==> src/rtl/swar_pkg.sv <==
package swar_pkg;

  typedef enum logic [2:0] {
    ST_IDLE  = 3'd0,
    ST_ACQ   = 3'd1,
    ST_TX_HI = 3'd2,
    ST_GAP   = 3'd3,
    ST_TX_LO = 3'd4
  } resp_state_e;

  localparam int BYTE_W     = 8;
  localparam int FRAME_BITS = BYTE_W + 2;

  // Gap units for the largest code: 10 + 4*(2^code_w - 1)
  function automatic longint gap_units_max(input int code_w);
    return 64'd10 + 64'd4 * ((64'd1 << code_w) - 64'd1);
  endfunction

  function automatic int gap_prod_width(input int code_w, input int num);
    return $clog2(gap_units_max(code_w) * num + 1);
  endfunction

  function automatic int gap_width(input int code_w, input int num, input int den);
    return $clog2(gap_units_max(code_w) * num / den + 1);
  endfunction

endpackage

==> src/rtl/swar_sync.sv <==
module swar_sync #(
  parameter int  STAGES    = 2,
  parameter logic RESET_VAL = 1'b1
) (
  input  logic clk,
  input  logic rst,
  input  logic d,
  output logic q
);
  logic [STAGES-1:0] chain;

  always_ff @(posedge clk) begin
    if (rst) chain <= {STAGES{RESET_VAL}};
    else     chain <= {chain[STAGES-2:0], d};
  end

  assign q = chain[STAGES-1];
endmodule

==> src/rtl/swar_pulse_meter.sv <==
module swar_pulse_meter #(
  parameter int CNT_W     = 16,
  parameter int MIN_PULSE = 16
) (
  input  logic             clk,
  input  logic             rst,
  input  logic             arm,
  input  logic             line_s,
  output logic             trig,
  output logic [CNT_W-1:0] width,
  output logic             active,
  output logic [CNT_W-1:0] count
);
  localparam logic [CNT_W-1:0] CNT_MAX = {CNT_W{1'b1}};
  localparam logic [CNT_W-1:0] MIN_L   = CNT_W'(MIN_PULSE);

  logic ovf;

  always_ff @(posedge clk) begin
    if (rst) begin
      active <= 1'b0;
      count  <= '0;
      ovf    <= 1'b0;
      trig   <= 1'b0;
      width  <= '0;
    end else begin
      trig <= 1'b0;
      if (!arm) begin
        active <= 1'b0;
        ovf    <= 1'b0;
        count  <= '0;
      end else if (!active) begin
        if (!line_s) begin
          active <= 1'b1;
          count  <= CNT_W'(1);
          ovf    <= 1'b0;
        end
      end else if (!line_s) begin
        if (count == CNT_MAX) ovf <= 1'b1;      // saturate, mark abort
        else                  count <= count + 1'b1;
      end else begin
        active <= 1'b0;
        if (!ovf && count >= MIN_L) begin
          trig  <= 1'b1;
          width <= count;
        end
      end
    end
  end
endmodule

==> src/rtl/swar_gap_calc.sv <==
module swar_gap_calc #(
  parameter int CODE_W  = 8,
  parameter int GAP_NUM = 625,
  parameter int GAP_DEN = 6,
  parameter int GAP_W   = 17
) (
  input  logic              clk,
  input  logic              rst,
  input  logic              load,
  input  logic [CODE_W-1:0] code,
  output logic [GAP_W-1:0]  gap_cycles
);
  localparam int PROD_W = swar_pkg::gap_prod_width(CODE_W, GAP_NUM);

  logic [PROD_W-1:0] units, prod, quo;

  always_comb begin
    units = PROD_W'(10) + (PROD_W'(code) << 2);
    prod  = units * PROD_W'(GAP_NUM);
    quo   = prod / PROD_W'(GAP_DEN);
  end

  always_ff @(posedge clk) begin
    if (rst)       gap_cycles <= '0;
    else if (load) gap_cycles <= quo[GAP_W-1:0];
  end
endmodule

==> src/rtl/swar_frame_tx.sv <==
module swar_frame_tx #(
  parameter int CNT_W = 16
) (
  input  logic                       clk,
  input  logic                       rst,
  input  logic                       go,
  input  logic [swar_pkg::BYTE_W-1:0] data,
  input  logic [CNT_W-1:0]           period,
  output logic                       drive_low,
  output logic                       done
);
  localparam int NB    = swar_pkg::FRAME_BITS;
  localparam int IDX_W = $clog2(NB);
  localparam logic [IDX_W-1:0] LAST = IDX_W'(NB - 1);

  logic [NB-1:0]    shreg;
  logic [IDX_W-1:0] idx;
  logic [CNT_W-1:0] timer;
  logic             busy;

  always_ff @(posedge clk) begin
    if (rst) begin
      shreg     <= '1;
      idx       <= '0;
      timer     <= '0;
      busy      <= 1'b0;
      drive_low <= 1'b0;
      done      <= 1'b0;
    end else begin
      done <= 1'b0;
      if (go) begin
        shreg     <= {1'b1, data, 1'b0};
        idx       <= '0;
        timer     <= period - 1'b1;
        busy      <= 1'b1;
        drive_low <= 1'b1;
      end else if (busy) begin
        if (timer != '0) begin
          timer <= timer - 1'b1;
        end else if (idx == LAST) begin
          busy      <= 1'b0;
          done      <= 1'b1;
          drive_low <= 1'b0;
        end else begin
          shreg     <= {1'b1, shreg[NB-1:1]};
          idx       <= idx + 1'b1;
          timer     <= period - 1'b1;
          drive_low <= ~shreg[1];
        end
      end
    end
  end
endmodule

==> src/rtl/sw_autobaud_responder.sv <==
module sw_autobaud_responder #(
  parameter int CNT_W       = 16,
  parameter int MIN_PULSE   = 16,
  parameter int CODE_W      = 8,
  parameter int GAP_NUM     = 625,
  parameter int GAP_DEN     = 6,
  parameter int SYNC_STAGES = 2
) (
  input  logic              clk,
  input  logic              rst,
  input  logic              line_in,
  output logic              line_drive_low,
  output logic              acq_start,
  input  logic              acq_done,
  input  logic [15:0]       acq_result,
  input  logic [CODE_W-1:0] gap_code
);
  import swar_pkg::*;

  localparam int GAP_W = gap_width(CODE_W, GAP_NUM, GAP_DEN);
  // tx_done, state change and tx_go each add one register between frames
  localparam logic [GAP_W-1:0] GAP_LEAD = GAP_W'(3);

  resp_state_e       state;
  logic              line_s;
  logic              meas_trig, meas_active;
  logic [CNT_W-1:0]  meas_width, meas_cnt;
  logic [CNT_W-1:0]  period;
  logic [GAP_W-1:0]  gap_cycles, gap_cnt;
  logic [BYTE_W-1:0] lo_byte, tx_byte;
  logic              tx_go, tx_done;
  logic              arm, gap_load;

  assign arm      = (state == ST_IDLE);
  assign gap_load = arm && meas_trig;

  swar_sync #(.STAGES(SYNC_STAGES), .RESET_VAL(1'b1)) u_sync (
    .clk(clk), .rst(rst), .d(line_in), .q(line_s)
  );

  swar_pulse_meter #(.CNT_W(CNT_W), .MIN_PULSE(MIN_PULSE)) u_meter (
    .clk(clk), .rst(rst), .arm(arm), .line_s(line_s),
    .trig(meas_trig), .width(meas_width), .active(meas_active), .count(meas_cnt)
  );

  swar_gap_calc #(.CODE_W(CODE_W), .GAP_NUM(GAP_NUM), .GAP_DEN(GAP_DEN), .GAP_W(GAP_W)) u_gap (
    .clk(clk), .rst(rst), .load(gap_load), .code(gap_code), .gap_cycles(gap_cycles)
  );

  swar_frame_tx #(.CNT_W(CNT_W)) u_tx (
    .clk(clk), .rst(rst), .go(tx_go), .data(tx_byte), .period(period),
    .drive_low(line_drive_low), .done(tx_done)
  );

  always_ff @(posedge clk) begin
    if (rst) begin
      state     <= ST_IDLE;
      period    <= '0;
      lo_byte   <= '0;
      tx_byte   <= '0;
      tx_go     <= 1'b0;
      acq_start <= 1'b0;
      gap_cnt   <= '0;
    end else begin
      acq_start <= 1'b0;
      tx_go     <= 1'b0;
      case (state)
        ST_IDLE: begin
          if (meas_trig) begin
            period    <= meas_width;
            acq_start <= 1'b1;
            state     <= ST_ACQ;
          end
        end
        ST_ACQ: begin
          if (acq_done) begin
            tx_byte <= acq_result[15:8];
            lo_byte <= acq_result[7:0];
            tx_go   <= 1'b1;
            state   <= ST_TX_HI;
          end
        end
        ST_TX_HI: begin
          if (tx_done) begin
            gap_cnt <= (gap_cycles > GAP_LEAD) ? gap_cycles - GAP_LEAD : '0;
            state   <= ST_GAP;
          end
        end
        ST_GAP: begin
          if (gap_cnt == '0) begin
            tx_byte <= lo_byte;
            tx_go   <= 1'b1;
            state   <= ST_TX_LO;
          end else begin
            gap_cnt <= gap_cnt - 1'b1;
          end
        end
        ST_TX_LO: begin
          if (tx_done) state <= ST_IDLE;
        end
        default: state <= ST_IDLE;
      endcase
    end
  end
endmodule

==> config.mk <==
export PLATFORM = sky130hd
export DESIGN_NAME = sw_autobaud_responder
export DESIGN_NICKNAME = d
export VERILOG_FILES = /design/src/rtl/swar_pkg.sv /design/src/rtl/swar_sync.sv /design/src/rtl/swar_pulse_meter.sv /design/src/rtl/swar_gap_calc.sv /design/src/rtl/swar_frame_tx.sv /design/src/rtl/sw_autobaud_responder.sv
export SDC_FILE = /design/constraint.sdc
export NUM_CORES = 1
export LEC_CHECK = 0
export ABC_AREA = 0
export BUFFER_PORTS_ARGS = -buffer_cell sky130_fd_sc_hd__buf_2
export CORE_ASPECT_RATIO = 0.75
export CORE_MARGIN = 10
export CORE_UTILIZATION = 45
export CTS_BUF_LIST = sky130_fd_sc_hd__clkbuf_8 sky130_fd_sc_hd__clkbuf_16
export DETAILED_ROUTE_END_ITERATION = 7
export HOLD_SLACK_MARGIN = 0.02
export PLACE_DENSITY = 0.59
export SYNTH_ARGS = -nofsm -noshare
export SYNTH_HDL_FRONTEND = slang
export SYNTH_SLANG_ARGS = --single-unit
==> constraint.sdc <==
create_clock -name clk -period 31 [get_ports clk]
set_input_delay 3.1 -clock clk [delete_from_list [all_inputs] [get_ports clk]]
set_output_delay 3.1 -clock clk [all_outputs]
set_load 0.01 [all_outputs]
==> flow_summary.yaml <==
timing:
  hold_viol_final: 0
  worst_slew_pin_slew_ps: 1110
  fin_crit_ps: 21870
  finalSetupViolCount: 0
  rsz0062_at_grt: "false"
  period_share_pct: 70.5
  slew_violations: 0
  finClkSkew_ps: 9.04
  max_freq_mhz: 45.7
  setup_tns_ps: 0
  slew_headroom_pct: 25.8
yosys:
  syn_area_um2: 13900
  ys_types: 119
  yosysSeqAreaShare_pct: 20.0
  syn_nets: 1947
  ys_async_sr_fraction_pct: 0
  synth_ff_type: "dfxtp_1"
  ys_seq_elements: 139
  synthCells: 1841
  synth_area_per_cell_um2: 7.58
  yosysWarnings: 0
  synth_edf_count: 0
setup_path:
  timing.critical_path.slowest_stage_cell: "xnor2_1"
  r2r_slack_ps: 27460
  crit_arrival_ps: 22170
  crit_buf_inv: 6
  cpLargestDelayFamily: "compound AO/OA/AOI/OAI gates"
  rr_worst_depth: 10
  crit_path_end_kind: "flip-flop"
  regToRegStartpoint: "gap_cnt[3]"
  path_class: "input pin to flip-flop"
  path_common_cell: "ha_1"
  cpPeakStageDelay_ps: 770
  critPathLaunchType: "input pin"
  r2r-end: "tx_byte[2]"
  required_ps: 31300
  cp_max_fo: 21
cts:
  post-cts-setup-buffer-count: 0
  clk_path_buf_depth: 2
  cts.repair.resized: 0
  clockRootBuffer: "clkbuf_16"
  cts_tree: "done"
  path_clk_slew_ps: 60
  clk_latency_ps: 430
  cts-htree-levels: 4
  ctsHoldBuffers: 0
  numCtsBuffers: 17
  clkSinkCount: 139
worst_hold_path:
  min_path_type: "flip-flop to flip-flop"
  hold_end: "u_sync.chain[1]"
  hold-path-cell-count: 1
  hold_start: "u_sync.chain[0]"
floorplanning:
  io_pins: 30
  die-area_um2: 38500
  dieHeight_um: 172
  core_um2: 30300
  start_util_pct: 46.0
  std_cell_rows: 55
  fp.dieW_um: 223
grt:
  grt_pass1_vias: 12253
  grt_use_total_pct: 21.1
  antenna_found_initial: 0
  grt_overflow: 0
  grt_max_degree: 79
  grt_pass1_wl_um: 67400
detailed_routing:
  met1_length_um: 22200
  wirelength_um: 42000
  viasPerCell: 6.25
  vias: 13927
  drc: 0
  wl_met3_um: 3590
  drt_iter0_drc: 1372
  top_layer: "met4"
  drtPass1Iterations: 5
  antenna_left: 0
  wire_per_inst_um: 18.8
  dr_wl_met2_um: 15900
run_status:
  outcome: "complete, no violations"
cells_and_area:
  area.growth.synth_to_final_pct: 7.08
  layout_common_cells: "201 x nor2_1, 191 x nand2_1, 139 x dfxtp_1"
  nNetsFinal: 1925
  mostFrequentLayoutCell: "nor2_1"
  drive_gt1_share_pct: 9.99
  n_antenna_cell: 0
placed_design:
  gp_congestion: 0.980
  io_buffers: 29
  dpl.hpwl_um: 31600
job:
  drv_cap: 0
[sequential cells by signal, summed over array words and instances (netlist names), 3 cells and up]
| signal | cells |
|---|---|
| u_meter.count | 16 |
| u_tx.idx | 4 |
| tx_byte | 8 |
| u_gap.gap_cycles | 17 |
| period | 16 |
| u_tx.shreg | 8 |
| lo_byte | 8 |
| gap_cnt | 17 |
| u_tx.timer | 16 |
| state | 3 |
| u_meter.width | 16 |
[logic make-up after synthesis]
group / synth area share [%]
DFF: 20.0
AOI/OAI and AO/OA: 26.6
buffers and inverters: 4.39
muxes: 4.76
xor gates and xnor gates: 8.67
and+or+nand+nor: 27.9
adders and majority gates: 7.72
[metrics by stage]
stage	instances	instance area [um2]	worst slack, ps	hold WS (ps)	utilization (%)
global route	2230	14900	7650	428	49.2
global placement	2199	14400	9490	405	47.3
detailed placement	2199	14400	9140	405	47.3
floorplan	1841	13900	12710	389	-
finish	2230	14900	9130	417	49.2
CTS	2230	14900	9580	422	49.2
[synth_stat cells, types with 20 or more instances]
master	number	area, um2
nor2_1	201	754
nand2_1	191	717
dfxtp_1	139	2780
a21oi_1	109	546
xnor2_1	84	736
o21ai_0	81	405
nor3_1	69	345
clkbuf_1	66	248
ha_1	66	826
nand3_1	61	305
inv_1	59	221
xor2_1	41	359
mux2i_1	36	360
nor4_1	31	194
and2_1	28	175
a211oi_1	26	195
nand4_1	25	156
and3_1	24	150
a22oi_1	22	165
nand2b_1	22	138
a31oi_1	21	131
a311oi_1	20	175
[worst max path at each step]
stage / start / end / depth (start not counted)
after floorplan: gap_code[1] / u_gap.gap_cycles[0] / 63
after global placement: gap_code[1] / u_gap.gap_cycles[0] / 56
after detailed placement: gap_code[1] / u_gap.gap_cycles[0] / 54
after CTS: gap_code[1] / u_gap.gap_cycles[0] / 56
after global routing: gap_code[1] / u_gap.gap_cycles[0] / 55
final: gap_code[1] / u_gap.gap_cycles[0] / 56
[cell type report]
class                   instances  area (um2)
inverters                      61         229
repair buffers                 46         275
well taps                     399         499
fillers                      3053       15400
clock buffers                  23         508
flip-flops and latches        139        2780
multi-input cells            1554       10600
clock inverters                 8        67.6
[per-layer routing]
layer | vias up | global-route usage (%)
met5 | - | 0
met4 | 0 | 3.72
met3 | 25 | 4.64
met2 | 516 | 27.1
met1 | 6578 | 33.8
li1 | 6808 | -
Power is not shown: default switching activity piles up to over one toggle a cycle in this logic, so the estimate is an artifact.
